## src/rtl/spibr_pkg.sv

```systemverilog
package spibr_pkg;
  typedef enum logic [1:0] {
    CS_CMD_NONE    = 2'd0,
    CS_CMD_GRANT   = 2'd1,
    CS_CMD_RELEASE = 2'd2
  } cs_cmd_e;
endpackage

```

## src/rtl/spibr_sync.sv

```systemverilog
module spibr_sync #(
  parameter int   STAGES  = 2,
  parameter logic RST_VAL = 1'b1
) (
  input  logic clk,
  input  logic rst,
  input  logic d,
  output logic q
);
  logic [STAGES-1:0] chain;

  always_ff @(posedge clk) begin
    if (rst) chain <= {STAGES{RST_VAL}};
    else     chain <= {chain[STAGES-2:0], d};
  end

  assign q = chain[STAGES-1];
endmodule

```

## src/rtl/spibr_cs_ctrl.sv

```systemverilog
module spibr_cs_ctrl
  import spibr_pkg::*;
#(
  parameter int                DATA_W    = 8,
  parameter logic [DATA_W-1:0] GRANT_VAL = 8'hA5,
  parameter logic [DATA_W-1:0] FREE_VAL  = 8'h5A
) (
  input  logic              clk,
  input  logic              rst,
  input  logic              wr_evt,
  input  logic [DATA_W-1:0] wdata,
  output logic              cs_drive_low
);
  cs_cmd_e cmd;

  always_comb begin
    cmd = CS_CMD_NONE;
    if (wr_evt) begin
      if (wdata == GRANT_VAL)     cmd = CS_CMD_GRANT;
      else if (wdata == FREE_VAL) cmd = CS_CMD_RELEASE;
    end
  end

  always_ff @(posedge clk) begin
    if (rst) cs_drive_low <= 1'b0;
    else begin
      case (cmd)
        CS_CMD_GRANT:   cs_drive_low <= 1'b1;
        CS_CMD_RELEASE: cs_drive_low <= 1'b0;
        default:        cs_drive_low <= cs_drive_low;
      endcase
    end
  end

  // without a control write the grant state never moves
  a_r8_hold_without_write: assert property (@(posedge clk) disable iff (rst)
    !wr_evt |=> $stable(cs_drive_low));

  // reset always leaves chip-select released
  a_r10_reset_release: assert property (@(posedge clk)
    rst |=> !cs_drive_low);
endmodule

```

## src/rtl/spibr_read_path.sv

```systemverilog
module spibr_read_path #(
  parameter int                DATA_W    = 8,
  parameter int                ADDR_W    = 4,
  parameter logic [ADDR_W-1:0] REPLY_OFS = 4'hA
) (
  input  logic              clk,
  input  logic              rst,
  input  logic              acc_active,
  input  logic              acc_read,
  input  logic [ADDR_W-1:0] acc_ofs,
  input  logic              spi_path,
  input  logic              reply_bit,
  input  logic [DATA_W-1:0] core_rdata,
  output logic [DATA_W-1:0] bus_rdata,
  output logic              xcvr_oe,
  output logic              xcvr_to_bus
);
  localparam logic [ADDR_W-1:0] PAIR_MASK = ~{{(ADDR_W-1){1'b0}}, 1'b1};

  logic reply_hit;
  assign reply_hit = ((acc_ofs ^ REPLY_OFS) & PAIR_MASK) == '0;

  always_ff @(posedge clk) begin
    if (rst || !acc_active) begin
      bus_rdata   <= '0;
      xcvr_oe     <= 1'b0;
      xcvr_to_bus <= 1'b0;
    end else begin
      xcvr_oe     <= 1'b1;
      xcvr_to_bus <= acc_read;
      if (!acc_read)                 bus_rdata <= '0;
      else if (reply_hit && spi_path) bus_rdata <= {reply_bit, {(DATA_W-1){1'b0}}};
      else                           bus_rdata <= core_rdata;
    end
  end

  // a serial-mode reply read carries nothing below the top bit
  a_r4_low_bits_zero: assert property (@(posedge clk) disable iff (rst)
    (acc_active && acc_read && reply_hit && spi_path) |=> (bus_rdata[DATA_W-2:0] == '0));

  // with the serial path off, reads pass the register value through
  a_r2_passthrough: assert property (@(posedge clk) disable iff (rst)
    (acc_active && acc_read && !spi_path) |=> (bus_rdata == $past(core_rdata)));
endmodule

```

## src/rtl/spi_bitbang_bridge.sv

```systemverilog
module spi_bitbang_bridge #(
  parameter int               DATA_W      = 8,
  parameter int               ADDR_W      = 4,
  parameter int               SYNC_STAGES = 2,
  parameter logic [7:0]       GRANT_VAL   = 8'hA5,
  parameter logic [7:0]       FREE_VAL    = 8'h5A,
  parameter logic [3:0]       REPLY_OFS   = 4'hA
) (
  input  logic              clk,
  input  logic              rst,
  input  logic              dev_sel_n,
  input  logic              ctl_sel_n,
  input  logic              bus_rd,
  input  logic [ADDR_W-1:0] bus_ofs,
  input  logic [DATA_W-1:0] bus_wdata,
  input  logic [DATA_W-1:0] core_rdata,
  input  logic              spi_miso,
  input  logic              cs_sense,
  output logic              cs_drive_low,
  output logic [DATA_W-1:0] bus_rdata,
  output logic              xcvr_oe,
  output logic              xcvr_to_bus
);
  logic dev_sel_s, ctl_sel_s, miso_s, cs_sense_s;
  logic ctl_sel_prev, ctl_fall, wr_evt, spi_path;

  spibr_sync #(.STAGES(SYNC_STAGES), .RST_VAL(1'b1)) u_sync_dev (
    .clk(clk), .rst(rst), .d(dev_sel_n), .q(dev_sel_s));
  spibr_sync #(.STAGES(SYNC_STAGES), .RST_VAL(1'b1)) u_sync_ctl (
    .clk(clk), .rst(rst), .d(ctl_sel_n), .q(ctl_sel_s));
  spibr_sync #(.STAGES(SYNC_STAGES), .RST_VAL(1'b0)) u_sync_miso (
    .clk(clk), .rst(rst), .d(spi_miso), .q(miso_s));
  spibr_sync #(.STAGES(SYNC_STAGES), .RST_VAL(1'b1)) u_sync_sense (
    .clk(clk), .rst(rst), .d(cs_sense), .q(cs_sense_s));

  always_ff @(posedge clk) begin
    if (rst) ctl_sel_prev <= 1'b1;
    else     ctl_sel_prev <= ctl_sel_s;
  end

  assign ctl_fall = ctl_sel_prev && !ctl_sel_s;
  assign wr_evt   = ctl_fall && !bus_rd;

  spibr_cs_ctrl #(
    .DATA_W(DATA_W), .GRANT_VAL(GRANT_VAL[DATA_W-1:0]), .FREE_VAL(FREE_VAL[DATA_W-1:0])
  ) u_cs (
    .clk(clk), .rst(rst), .wr_evt(wr_evt), .wdata(bus_wdata), .cs_drive_low(cs_drive_low));

  assign spi_path = cs_drive_low || !cs_sense_s;

  spibr_read_path #(
    .DATA_W(DATA_W), .ADDR_W(ADDR_W), .REPLY_OFS(REPLY_OFS[ADDR_W-1:0])
  ) u_rd (
    .clk(clk), .rst(rst), .acc_active(!dev_sel_s), .acc_read(bus_rd), .acc_ofs(bus_ofs),
    .spi_path(spi_path), .reply_bit(miso_s), .core_rdata(core_rdata),
    .bus_rdata(bus_rdata), .xcvr_oe(xcvr_oe), .xcvr_to_bus(xcvr_to_bus));

  // the transceiver is quiet one cycle after the strobe is seen idle
  a_r6_idle_quiet: assert property (@(posedge clk) disable iff (rst)
    dev_sel_s |=> (!xcvr_oe && !xcvr_to_bus && bus_rdata == '0));
endmodule

```

## config.mk

```make
export PLATFORM = sky130hd
export DESIGN_NAME = spi_bitbang_bridge
export DESIGN_NICKNAME = d
export VERILOG_FILES = /design/src/rtl/spibr_pkg.sv /design/src/rtl/spibr_sync.sv /design/src/rtl/spibr_cs_ctrl.sv /design/src/rtl/spibr_read_path.sv /design/src/rtl/spi_bitbang_bridge.sv
export SDC_FILE = /design/constraint.sdc
export NUM_CORES = 1
export LEC_CHECK = 0
export BUFFER_PORTS_ARGS = -buffer_cell sky130_fd_sc_hd__buf_4
export CORE_ASPECT_RATIO = 0.9
export CORE_MARGIN = 8
export CORE_UTILIZATION = 41
export CTS_CLUSTER_DIAMETER = 80
export DETAILED_ROUTE_END_ITERATION = 6
export HOLD_SLACK_MARGIN = 0.08
export PLACE_DENSITY = 0.76
export SYNTH_ARGS = -nofsm -noshare
export SYNTH_HDL_FRONTEND = slang
export SYNTH_SLANG_ARGS = --single-unit
export TNS_END_PERCENT = 50
```

## constraint.sdc

```tcl
create_clock -name clk -period 1.3 [get_ports clk]
set_input_delay 0.26 -clock clk [delete_from_list [all_inputs] [get_ports clk]]
set_output_delay 0.26 -clock clk [all_outputs]
set_load 0.05 [all_outputs]
```

==> out/metrics.yaml <==
synthDominantCellAreaShare_pct: 60.0
async_reset_ff_share_pct: 0
rsz0062_at_grt: "yes"
path_delay_family: "simple AND/OR/NAND/NOR gates"
critPathArrivalTime_ns: 1.41
setup_viol: 0
slowest_delay_ns: 0.34
fin_crit_ns: 1.20
peakVddDrop_mv: 0.803
pin_count: 38
slew_headroom_pct: 83.4
critical_path_depth: 5
worst-path-buf-inv: 0
drt-pass1-iter-count: 3
drive_gt1_share_pct: 55.8
min_period_over_period_pct: 92.6
root_buffer: "clkbuf_4"
clock_sinks: 20
r2r_slack_ns: 0.1
routabilityCongestion: 0.668
clkTransAtPathRegs_ns: 0.10
core_mm2: 0.00159
wl_mm: 1.41
min_from: "dev_sel_n"
worstPathRequired_ns: 1.50
initial_utilization_pct: 41.8
diodes: 0
post_cts_buffers: 0
grt_pass1_wl_mm: 2.14
yosys.area.top_type: "dfxtp_1"
port_buffers: 36
drt-vias-per-instance: 4.33
die_w_um: 58.5
synth_area_leaders: "dfxtp_1 (60%), and2_1 (6.6%), or2_2 (6.6%)"
hold_buffers: 0
synth-edff-count: 0
skew_ns: 0.00416
ys_types: 19
die_area_mm2: 0.00317
yosys.cell_count.top_type: "dfxtp_1"
crit_chain: "nor3b_2 > and3_1 > ha_1 > a21oi_1 > nor2_1"
holdPathStages: 2
timing.hold.ws_ns: 0.138
fmax_mhz: 831
cts_buffer_depth: 2
grt_pass1_vias: 513
syn-cell-area_um2: 667
hold_path_class: "primary input to flip-flop"
cap_violations: 0
antenna_found_initial: 0
start_kind: "flip-flop"
synth_area_per_cell_um2: 11.9
status: "finished, final reports clean"
nets: 124
r2r_start: "u_sync_ctl.chain[1]$_SDFF_PP1_"
power_mw: 1.09
ant_nets: 0
wl_per_cell_um: 11.8
synth_nets: 84
power_density_mw_per_mm2: 1080
synthFlopType: "dfxtp_1"
tritoncts: "yes"
grt_usage_pct: 9.10
end_kind: "flip-flop"
drc: 0
path_class: "flip-flop to flip-flop"
hpwlAfterDp_mm: 1.16
die_y_um: 54.3
r2r_cells: 5
startpoint: "u_sync_ctl.chain[1]$_SDFF_PP1_"
cts.htree.levels: 1
ys_seq_area_share_pct: 60.0
gr-total-overflow: 0
synthTopCellsByCount: "dfxtp_1 (20), and2_1 (7), or2_2 (7)"
hold_viol_final: 0
clk_latency_ns: 0.30
areaGrowthSynthToFinish_pct: 50.8
num_vias: 515
critPathSlowestCell: "dfxtp_2"
leakage_nw: 0.471
ys_ff_latch: 20
cts_made_buffers: 3
yosysWarningCount: 0
worstMarginPinSlew_ns: 0.245
synthCells: 56
drv_slew: 0
grt_max_degree: 13
dr.first_iter.drc_count: 3
rows: 14
crit_fanout: 2
path summary, 6_finish.rpt:
kind                                 endpoint
max            u_cs.cs_drive_low$_SDFFE_PP0P_
min            u_sync_dev.chain[0]$_SDFF_PP1_
max reg2reg    u_cs.cs_drive_low$_SDFFE_PP0P_
min reg2reg  u_sync_sense.chain[1]$_SDFF_PP1_
final cells by class:
cell class / count / area, um2
timing repair buffer: 36 / 270
sequential: 20 / 402
fill: 135 / 588
tap: 24 / 30.0
multi-input combinational: 35 / 268
clock buffer: 4 / 36.3
stage by stage:
stage          instances  worst slack [ns]  cell area [um2]  TNS (ns)  utilization [%]
2_1_floorplan         56            0.0182              667         0                -
4_1_cts              119            0.0655             1000         0             63.0
6_report             119            0.0966             1010         0             63.1
3_5_place_dp         115            -0.101              963    -0.101             60.4
3_3_place_gp         115           -0.0955              963   -0.0955             60.4
5_1_grt              119           -0.0346             1010   -0.0346             63.1
kinds of logic (layout without fill, tap and decap cells):
logic type	Yosys count	in the layout	share of synthesized area (%)
AO/OA/AOI/OAI	3	3	4.88
adder cells (fa/ha/maj)	1	1	1.88
buffers and inverters	1	40	0.562
flip-flops	20	20	60.0
AND/OR/NAND/NOR	31	31	32.6
placed cells by master (no fill, tap or decap):
| master | n |
|---|---|
| and3_1 | 1 |
| nor2b_1 | 2 |
| ha_1 | 1 |
| or2_2 | 7 |
| dfxtp_1 | 19 |
| clkbuf_4 | 3 |
| clkbuf_8 | 1 |
| dfxtp_2 | 1 |
| a31o_2 | 1 |
| a21boi_4 | 1 |
| nor3b_4 | 1 |
| a21oi_1 | 1 |
| nand3_1 | 1 |
| nor2_1 | 3 |
| and2_1 | 7 |
| nand2b_1 | 1 |
| buf_4 | 36 |
| nor3b_2 | 1 |
| nor4bb_1 | 4 |
| nand2_1 | 1 |
| and4_2 | 1 |
| and3b_1 | 1 |
power breakdown:
part	leakage (nW)	switching [mW]	internal, mW
clock	0.0210	0.176	0.171
sequential	0.163	0.00457	0.629
combinational	0.287	0.0395	0.0701
total	0.471	0.220	0.870
worst reg2reg max path: cells and delay by family, from the launching register on:
kind | cells | cell delay [ns]
compound gates | 1 | 0.15
simple gates | 3 | 0.40
flops | 1 | 0.34
fa+ha+maj | 1 | 0.24
layer usage:
| metal | up-vias | track usage, % | part of all wire [%] |
|---|---|---|---|
| met3 | 5 | 5.87 | 11 |
| met2 | 21 | 16.1 | 50 |
| met1 | 224 | 7.97 | 37 |
| met5 | - | 0 | 0 |
| li1 | 265 | - | - |
| met4 | 0 | 4.88 | 1.7 |
sequential cells by signal (all words and copies together), names as in the netlist:
signal / flops
u_sync_miso.chain: 2
u_rd.bus_rdata: 8
u_rd.xcvr_to_bus: 1
ctl_sel_prev: 1
u_cs.cs_drive_low: 1
u_rd.xcvr_oe: 1
u_sync_ctl.chain: 2
u_sync_sense.chain: 2
u_sync_dev.chain: 2
repair_timing:
action	4_1_cts	5_1_grt
setup endpoints to repair	1	1
pin swaps	0	2
resized for setup	1	1
No activity file was read; power rests on OpenSTA's default activity.
